===== config.mk =====
export PLATFORM = sky130hd
export DESIGN_NAME = wdt_top
export DESIGN_NICKNAME = d
export VERILOG_FILES = /design/src/rtl/wdt_pkg.sv /design/src/rtl/wdt_tick_gen.sv /design/src/rtl/wdt_countdown.sv /design/src/rtl/wdt_ctrl_regs.sv /design/src/rtl/wdt_reset_stretch.sv /design/src/rtl/wdt_top.sv
export SDC_FILE = /design/constraint.sdc
export NUM_CORES = 1
export LEC_CHECK = 0
export ABC_AREA = 1
export ABC_CLOCK_PERIOD_IN_PS = 2100
export BUFFER_PORTS_ARGS = -buffer_cell sky130_fd_sc_hd__buf_2
export CORE_MARGIN = 5
export CORE_UTILIZATION = 56
export CTS_CLUSTER_DIAMETER = 40
export CTS_CLUSTER_SIZE = 25
export DETAILED_ROUTE_END_ITERATION = 12
export GPL_ROUTABILITY_DRIVEN = 0
export PLACE_DENSITY = 0.8
export REMOVE_ABC_BUFFERS = 1
export SLEW_MARGIN = 10
export SYNTH_ARGS = -nofsm -noshare
export SYNTH_HDL_FRONTEND = slang
export SYNTH_SLANG_ARGS = --single-unit

===== constraint.sdc =====
create_clock -name clk -period 2.1 [get_ports clk]
set_input_delay 0.42 -clock clk [delete_from_list [all_inputs] [get_ports clk]]
set_output_delay 0.42 -clock clk [all_outputs]
set_load 0.01 [all_outputs]

===== src/rtl/wdt_pkg.sv =====
`timescale 1ns/1ps
package wdt_pkg;

    localparam int CNT_W    = 10;
    localparam int DATA_W   = 16;
    localparam int ADDR_W   = 5;
    localparam int MIN_INIT = 4;

    // register offsets
    localparam logic [ADDR_W-1:0] OFS_RELOAD = 5'h00;
    localparam logic [ADDR_W-1:0] OFS_STAT1  = 5'h04;
    localparam logic [ADDR_W-1:0] OFS_STAT2  = 5'h06;
    localparam logic [ADDR_W-1:0] OFS_CTRL   = 5'h08;
    localparam logic [ADDR_W-1:0] OFS_GATE   = 5'h0C;
    localparam logic [ADDR_W-1:0] OFS_INIT   = 5'h12;

    // field positions
    localparam int BIT_TO    = 3;
    localparam int BIT_SEC   = 1;
    localparam int BIT_BOOT  = 2;
    localparam int BIT_HALT  = 11;
    localparam int BIT_SMIEN = 13;

    typedef struct packed {
        logic              wr;
        logic [ADDR_W-1:0] addr;
        logic [DATA_W-1:0] data;
    } bus_req_t;

    typedef enum logic [1:0] {
        EXP_NONE   = 2'd0,
        EXP_FIRST  = 2'd1,
        EXP_SECOND = 2'd2
    } exp_kind_t;

    function automatic logic init_legal(input logic [CNT_W-1:0] v);
        return v >= CNT_W'(MIN_INIT);
    endfunction

    function automatic logic wr_hit(input bus_req_t r, input logic [ADDR_W-1:0] a);
        return r.wr && (r.addr == a);
    endfunction

endpackage


===== src/rtl/wdt_tick_gen.sv =====
`timescale 1ns/1ps
module wdt_tick_gen #(
    parameter int TICK_CYCLES = 1000
) (
    input  logic clk,
    input  logic rst,
    input  logic run,
    input  logic restart,
    output logic tick
);
    localparam int PW = (TICK_CYCLES > 2) ? $clog2(TICK_CYCLES) : 1;
    localparam logic [PW-1:0] LAST = PW'(TICK_CYCLES - 1);

    logic [PW-1:0] phase_q;

    always_ff @(posedge clk) begin
        if (rst || restart) begin
            phase_q <= '0;
        end else if (run) begin
            phase_q <= (phase_q == LAST) ? '0 : phase_q + 1'b1;
        end
    end

    assign tick = run && (phase_q == LAST);

endmodule


===== src/rtl/wdt_countdown.sv =====
`timescale 1ns/1ps
module wdt_countdown
    import wdt_pkg::*;
#(
    parameter int DEF_INIT = 50
) (
    input  logic             clk,
    input  logic             rst,
    input  logic             tick,
    input  logic             reload,
    input  logic [CNT_W-1:0] init_val,
    output logic [CNT_W-1:0] count,
    output logic             expire
);
    always_ff @(posedge clk) begin
        if (rst) begin
            count <= CNT_W'(DEF_INIT);
        end else if (reload) begin
            count <= init_val;
        end else if (tick) begin
            count <= (count == '0) ? init_val : count - 1'b1;
        end
    end

    // a reload in the same cycle cancels the expiry
    assign expire = tick && !reload && (count == '0);

endmodule


===== src/rtl/wdt_ctrl_regs.sv =====
`timescale 1ns/1ps
module wdt_ctrl_regs
    import wdt_pkg::*;
#(
    parameter int DEF_INIT = 50
) (
    input  logic             clk,
    input  logic             rst,
    input  bus_req_t         req,
    input  logic             expire,
    output logic             halt,
    output logic             smi_en,
    output logic [CNT_W-1:0] init_val,
    output logic             to_flag,
    output logic             sec_flag,
    output logic             boot_flag,
    output logic             smi_irq,
    output exp_kind_t        kind
);
    logic unused_data_bits;
    assign unused_data_bits = ^{req.data[15:14], req.data[12], req.data[10]};

    always_comb begin
        if (!expire)      kind = EXP_NONE;
        else if (to_flag) kind = EXP_SECOND;
        else              kind = EXP_FIRST;
    end

    always_ff @(posedge clk) begin
        if (rst) begin
            halt     <= 1'b1;
            smi_en   <= 1'b0;
            init_val <= CNT_W'(DEF_INIT);
        end else begin
            if (wr_hit(req, OFS_CTRL)) halt   <= req.data[BIT_HALT];
            if (wr_hit(req, OFS_GATE)) smi_en <= req.data[BIT_SMIEN];
            if (wr_hit(req, OFS_INIT) && init_legal(req.data[CNT_W-1:0]))
                init_val <= req.data[CNT_W-1:0];
        end
    end

    // status flags: a set in the same cycle beats a write-one-to-clear
    always_ff @(posedge clk) begin
        if (rst) begin
            to_flag   <= 1'b0;
            sec_flag  <= 1'b0;
            boot_flag <= 1'b0;
            smi_irq   <= 1'b0;
        end else begin
            smi_irq <= (kind == EXP_FIRST) && smi_en;
            if (kind == EXP_FIRST)
                to_flag <= 1'b1;
            else if (wr_hit(req, OFS_STAT1) && req.data[BIT_TO])
                to_flag <= 1'b0;
            if (kind == EXP_SECOND) begin
                sec_flag  <= 1'b1;
                boot_flag <= 1'b1;
            end else if (wr_hit(req, OFS_STAT2)) begin
                if (req.data[BIT_SEC])  sec_flag  <= 1'b0;
                if (req.data[BIT_BOOT]) boot_flag <= 1'b0;
            end
        end
    end

endmodule


===== src/rtl/wdt_reset_stretch.sv =====
`timescale 1ns/1ps
module wdt_reset_stretch #(
    parameter int RST_CYCLES = 16
) (
    input  logic clk,
    input  logic rst,
    input  logic fire,
    output logic sys_rst
);
    localparam int RW = $clog2(RST_CYCLES + 1);

    logic [RW-1:0] left_q;

    always_ff @(posedge clk) begin
        if (rst) begin
            left_q <= '0;
        end else if (fire) begin
            left_q <= RW'(RST_CYCLES);
        end else if (left_q != '0) begin
            left_q <= left_q - 1'b1;
        end
    end

    assign sys_rst = (left_q != '0);

endmodule


===== src/rtl/wdt_top.sv =====
`timescale 1ns/1ps
module wdt_top
    import wdt_pkg::*;
#(
    parameter int TICK_CYCLES = 1000,
    parameter int RST_CYCLES  = 16,
    parameter int DEF_INIT    = 50
) (
    input  logic              clk,
    input  logic              rst,
    input  logic [ADDR_W-1:0] bus_addr,
    input  logic              bus_wr,
    input  logic [DATA_W-1:0] bus_wdata,
    output logic [DATA_W-1:0] bus_rdata,
    input  logic              no_reboot,
    output logic              smi_irq,
    output logic              sys_rst_out
);
    bus_req_t         req;
    logic             reload_wr;
    logic             tick;
    logic             expire;
    logic             halt_q;
    logic             smi_en_q;
    logic [CNT_W-1:0] init_q;
    logic [CNT_W-1:0] count_q;
    logic             to_q;
    logic             sec_q;
    logic             boot_q;
    exp_kind_t        kind;

    assign req       = '{wr: bus_wr, addr: bus_addr, data: bus_wdata};
    assign reload_wr = wr_hit(req, OFS_RELOAD);

    wdt_tick_gen #(.TICK_CYCLES(TICK_CYCLES)) u_tick (
        .clk     (clk),
        .rst     (rst),
        .run     (!halt_q),
        .restart (reload_wr),
        .tick    (tick)
    );

    wdt_countdown #(.DEF_INIT(DEF_INIT)) u_count (
        .clk      (clk),
        .rst      (rst),
        .tick     (tick),
        .reload   (reload_wr),
        .init_val (init_q),
        .count    (count_q),
        .expire   (expire)
    );

    wdt_ctrl_regs #(.DEF_INIT(DEF_INIT)) u_regs (
        .clk       (clk),
        .rst       (rst),
        .req       (req),
        .expire    (expire),
        .halt      (halt_q),
        .smi_en    (smi_en_q),
        .init_val  (init_q),
        .to_flag   (to_q),
        .sec_flag  (sec_q),
        .boot_flag (boot_q),
        .smi_irq   (smi_irq),
        .kind      (kind)
    );

    wdt_reset_stretch #(.RST_CYCLES(RST_CYCLES)) u_rst (
        .clk     (clk),
        .rst     (rst),
        .fire    ((kind == EXP_SECOND) && !no_reboot),
        .sys_rst (sys_rst_out)
    );

    always_comb begin
        bus_rdata = '0;
        case (bus_addr)
            OFS_RELOAD: bus_rdata[CNT_W-1:0] = count_q;
            OFS_STAT1:  bus_rdata[BIT_TO]    = to_q;
            OFS_STAT2: begin
                bus_rdata[BIT_SEC]  = sec_q;
                bus_rdata[BIT_BOOT] = boot_q;
            end
            OFS_CTRL:   bus_rdata[BIT_HALT]  = halt_q;
            OFS_GATE:   bus_rdata[BIT_SMIEN] = smi_en_q;
            OFS_INIT:   bus_rdata[CNT_W-1:0] = init_q;
            default:    bus_rdata = '0;
        endcase
    end

endmodule


==> results of run 1 <==
final cells by class:
type / instances / area, um^2 / area share, %
sequential: 41 / 821 / 31.7
clock buffer: 7 / 86.3 / 3.33
timing repair buffer: 35 / 178 / 6.86
inverter: 52 / 195 / 7.54
multi-input combinational: 235 / 1250 / 48.1
tap: 50 / 62.6 / 2.42
kinds of logic after synthesis:
| group | count (synthesis) | synth area share, % |
|---|---|---|
| AO/OA/AOI/OAI | 59 | 14.4 |
| adder cells (fa/ha/maj) | 3 | 1.63 |
| buffers and inverters | 62 | 11.2 |
| XOR/XNOR | 6 | 2.28 |
| other | 1 | 0.162 |
| flip-flops | 41 | 35.5 |
| AND/OR/NAND/NOR | 163 | 34.8 |
cell usage in the layout (no fill, tap or decap), types with 4 or more instances in the layout:
cell / netlist / routed
a21oi_2: 4 / 4
nand3_1: 22 / 22
dfxtp_1: 41 / 41
nor3_1: 9 / 9
nand4_1: 6 / 6
inv_1: 48 / 48
nand2_1: 56 / 56
xor2_1: 6 / 6
inv_2: 4 / 4
clkbuf_8: 0 / 6
nor2_1: 45 / 45
nor2_4: 5 / 5
o22ai_1: 7 / 7
conb_1: 1 / 4
o21ai_0: 20 / 20
buf_2: 0 / 34
a21oi_1: 19 / 19
o21ai_1: 5 / 5
flip-flops by register name (all words and copies together), names as in the netlist:
name,flops
u_regs.halt,1
u_regs.sec_flag,1
u_regs.to_flag,1
u_regs.boot_flag,1
u_regs.init_val,10
u_rst.left_q,5
u_regs.smi_irq,1
u_regs.smi_en,1
u_count.count,10
u_tick.phase_q,10
worst min-delay path by stage:
stage	from	endpoint	slack, ns	cells past startpoint
6_report	bus_wdata[11]	u_regs.halt	0.35	3
5_1_grt	bus_wdata[11]	u_regs.halt	0.36	3
4_1_cts	bus_wdata[11]	u_regs.halt	0.35	3
3_5_place_dp	u_regs.sec_flag	u_regs.sec_flag	0.46	2
3_3_place_gp	u_count.count[0]	u_count.count[0]	0.44	2
2_1_floorplan	u_count.count[0]	u_count.count[0]	0.43	2
metal layers:
metal  GRT usage (%)  vias up
li1                -     1144
met1            27.6      991
met2            33.6       75
met3            4.46       16
met4            8.50        0
met5               0        -
cell usage after synthesis, types with 5 or more instances:
cell,instances
nor3_1,9
xor2_1,6
o22ai_1,7
nor2_1,45
nor2_4,5
buf_4,5
o21ai_1,5
dfxtp_1,41
a21oi_1,19
inv_1,48
nand2_1,56
nand4_1,6
nand3_1,22
o21ai_0,20
critical path, delay by kind of cell:
kind,cells,cell delay (ns)
AND/OR/NAND/NOR,2,0.46
buffers and inverters,2,0.30
AO/OA/AOI/OAI,1,0.31
power breakdown:
group          switching, mW  leakage [nW]  internal (mW)
registers             0.0245         0.332          0.814
logic                  0.185         0.774          0.122
clock network          0.251        0.0443          0.261
timing repair:
item | 4_1_cts | 5_1_grt
hold buffers | 0 | 0
resized for setup | 0 | 1
setup endpoints to repair | 0 | 1
==> flow_summary.yaml, run 1 <==
run_status:
  status: "finished, final reports clean"
timing:
  finalHoldViolCount: 0
  worst_clock_skew_ns: 0.00408
  setup_viol: 0
  finalCritPeriodShare_pct: 91.0
  slew_viol_final: 0
  rsz0062_at_grt: "no"
  layout_setup_ws_ns: 0.188
  fmax_mhz: 523
  fin_crit_ns: 1.91
  setup_tns_ns: 0
  hold_ws_ns: 0.353
drt:
  ant_nets: 0
  drtPass1Iterations: 6
  wl_met2_mm: 2.48
  routed_wl_mm: 5.40
  drt-vias-per-instance: 5.30
  wl_per_cell_um: 12.9
  wirelength_met1_mm: 2.38
  wl_met3_um: 394
  drc: 0
  highest_layer: "met4"
  dr_total_vias: 2226
  drtIter0Drc: 191
synth:
  ys_ff_latch: 41
  synth_top_cell_by_area: "dfxtp_1"
  synth_area_leaders: "dfxtp_1 36%, nand2_1 9.1%, inv_1 7.8%"
  syn_avg_cell_area_um2: 6.89
  async_flop_share_pct: 0
  synth_top_area_share_pct: 35.5
  syn-instance-count: 335
  synth_warnings: 0
  synth_flop_cell: "dfxtp_1"
  ys_seq_area_share_pct: 35.5
  ys_types: 32
  synth_enable_flop_cells: 0
  netlist_area_um2: 2310
floorplanning:
  io_pins: 43
  core_um2: 4000
  die_w_um: 74.2
  start_util_pct: 57.7
  rows: 23
  die_area_um2: 5510
  die_y_um: 74.2
critical_path:
  cp_cell_sequence: "buf_2, nor2_4, nand3_2, o221ai_1, buf_2"
  cp.required_ns: 1.68
  r2r_slack_ns: 0.29
  startpoint_type: "input port"
  critPathMostFrequentCell: "buf_2"
  cp-endpoint: "bus_rdata[1]"
  critPathMaxFanout: 11
  r2r_end: "u_count.count[4]"
  slowest_delay_ns: 0.31
  startpoint: "bus_addr[0]"
  reg2regPathDepth: 10
  critPathKind: "input port to primary output"
  cpMaxStageDelayCell: "o221ai_1"
  end_kind: "primary output"
  arrival_ns: 1.49
  r2r_start: "u_count.count[0]"
place:
  hpwlAfterDp_mm: 4.08
  io_buffer_count: 34
  dp_slack_ns: 0.212
  placed_area_um2: 2500
  dp.cells: 413
cells_and_area:
  final_cells: 420
  drive_above_1_share_pct: 19.5
  syn_to_final_growth_pct: 12.1
  utilization_pct: 64.7
  fillCellCount: 385
  insertedDiodeCount: 0
  final_area_um2: 2590
  nets: 398
clocking:
  cts-root-buf: "clkbuf_8"
  clkSinkCount: 41
  cts_made_buffers: 5
  post_cts_buffers: 0
  clk_pin_slew_worst_paths_ns: 0.07
  clockBufferDepth: 2
  cts_tree: "built"
  clock_latency_ns: 0.29
  htree_levels: 2
global_route:
  antenna_found_initial: 0
  grt-ovfl-total: 0
  grt_max_degree: 16
  track_usage_pct: 21.0
  grt_first_pass_wirelength_mm: 8.89
  grt_pass1_vias: 2006
pwr:
  power_mw: 1.66
  p_leak_nw: 1.15
  cellPowerDensity_nw_per_um2: 640
  peakVddDrop_v: 0.000391
hold_path:
  hold_path_class: "input port to flop"
job:
  drv_cap: 0
Note: power is estimated with default switching activity, not from simulation.
==> inputs of run 2 (changes only) <==
--- a/config.mk
+++ b/config.mk
@@ -9,12 +9,12 @@
 export ABC_CLOCK_PERIOD_IN_PS = 2100
 export BUFFER_PORTS_ARGS = -buffer_cell sky130_fd_sc_hd__buf_2
 export CORE_MARGIN = 5
-export CORE_UTILIZATION = 56
+export CORE_UTILIZATION = 53
 export CTS_CLUSTER_DIAMETER = 40
 export CTS_CLUSTER_SIZE = 25
 export DETAILED_ROUTE_END_ITERATION = 12
 export GPL_ROUTABILITY_DRIVEN = 0
-export PLACE_DENSITY = 0.8
+export PLACE_DENSITY = 0.77
 export REMOVE_ABC_BUFFERS = 1
 export SLEW_MARGIN = 10
 export SYNTH_ARGS = -nofsm -noshare
==> flow_summary.yaml, run 2 (same netlist as run 1, synthesis figures left out) <==
timing:
  fin_crit_ns: 1.89
  slew_viol_final: 0
  worst_clock_skew_ns: 0.0137
  fmax_mhz: 528
  finalHoldViolCount: 0
  rsz0062_at_grt: "no"
  finalCritPeriodShare_pct: 90.2
  setup_viol: 0
  setup_tns_ns: 0
global_route:
  grt_pass1_vias: 2114
  antenna_found_initial: 0
  track_usage_pct: 18.4
  grt-ovfl-total: 0
  grt_max_degree: 16
  grt_first_pass_wirelength_mm: 9.05
place:
  placed_area_um2: 2510
  io_buffer_count: 34
  hpwlAfterDp_mm: 4.11
drt:
  drt-vias-per-instance: 5.15
  wl_per_cell_um: 12.5
  routed_wl_mm: 5.32
  drtPass1Iterations: 4
  drtIter0Drc: 134
  drc: 0
  ant_nets: 0
  dr_total_vias: 2187
pwr:
  power_mw: 1.92
  cellPowerDensity_nw_per_um2: 724
  p_leak_nw: 1.18
  peakVddDrop_v: 0.000500
hold_path:
  hold_depth: 3
  hold_path_class: "input port to flop"
  hold_start: "bus_wdata[11]"
  hold_end: "u_regs.halt"
critical_path:
  cp.required_ns: 1.68
  arrival_ns: 1.47
  critPathMaxFanout: 11
  end_kind: "primary output"
  reg2regPathDepth: 10
  critPathKind: "input port to primary output"
  r2r_slack_ns: 0.25
  r2r_end: "u_count.count[4]"
  r2r_start: "u_count.count[0]"
  startpoint_type: "input port"
floorplanning:
  rows: 24
  die_area_um2: 5780
  start_util_pct: 53.8
  die_y_um: 76.0
  io_pins: 43
  die_w_um: 76.0
  core_um2: 4290
cells_and_area:
  top_regs: "u_count.count x10, u_regs.init_val x10, u_tick.phase_q x10"
  insertedDiodeCount: 0
  syn_to_final_growth_pct: 14.8
  final_area_um2: 2650
  nets: 400
  drive_above_1_share_pct: 20.4
  layout_commonest_cell: "nand2_1"
  layout_common_cells: "56 x nand2_1, 48 x inv_1, 45 x nor2_1, 41 x dfxtp_1, 34 x buf_2"
  fillCellCount: 406
clocking:
  hold_buffers: 0
  cts_resized: 0
  cts_tree: "built"
  clock_latency_ns: 0.30
  htree_levels: 2
  cts-root-buf: "clkbuf_8"
  clkSinkCount: 41
  post_cts_buffers: 0
  cts_made_buffers: 5
  clockBufferDepth: 2
  clk_pin_slew_worst_paths_ns: 0.08
job:
  drv_cap: 0
run_status:
  status: "finished, final reports clean"
[run 2: through the flow]
step | cells | hold WS (ns) | util, % | setup WS (ns)
2_1_floorplan | 328 | 0.428 | - | 0.527
3_3_place_gp | 417 | 0.445 | 58.6 | 0.219
3_5_place_dp | 417 | 0.452 | 58.6 | 0.205
4_1_cts | 425 | 0.338 | 61.8 | 0.202
5_1_grt | 425 | 0.365 | 61.8 | 0.0555
6_report | 425 | 0.342 | 61.8 | 0.207
[run 2: final cells by class]
type                    instances  area (um^2)  area share [%]
flip-flops and latches         41          821            30.9
multi-input cells             235         1240            46.8
clock inverters                 3         68.8            2.59
well taps                      52         65.1            2.45
clock buffers                   5         68.8            2.59
repair buffers                 37          193            7.26
inverters                      52          195            7.36
[run 2: worst max-delay path by stage]
| stage | start | end | slack [ns] | cells after the start |
|---|---|---|---|---|
| floorplan | bus_addr[3] | bus_rdata[1] | 0.53 | 3 |
| global placement | bus_addr[0] | bus_rdata[2] | 0.22 | 5 |
| global route | u_rst.left_q[0] | sys_rst_out | 0.06 | 6 |
| finish | bus_addr[0] | bus_rdata[2] | 0.21 | 5 |
| detailed placement | bus_addr[0] | bus_rdata[2] | 0.21 | 5 |
| CTS | bus_addr[0] | bus_rdata[2] | 0.20 | 5 |
[run 2: where the power goes]
part	switching [mW]	internal (mW)	leakage, nW
Clock	0.292	0.479	0.0687
Combinational	0.186	0.123	0.782
Sequential	0.0277	0.813	0.332
Total	0.505	1.41	1.18
[run 2: worst max-delay path, stage by stage]
cell and delay, ns:
buf_2 0.12, nor2_4 0.17, nand3_2 0.27, o221ai_1 0.31
buf_2 0.17
[run 2: layer usage]
layer / routed length (um) / part of all wire, % / GRT usage, % / vias up
met5: 0 / 0 / 0 / -
met4: 89 / 1.7 / 6.41 / 0
met3: 244 / 4.6 / 3.19 / 10
met2: 2540 / 48 / 32.0 / 51
met1: 2450 / 46 / 22.6 / 975
li1: - / - / - / 1151
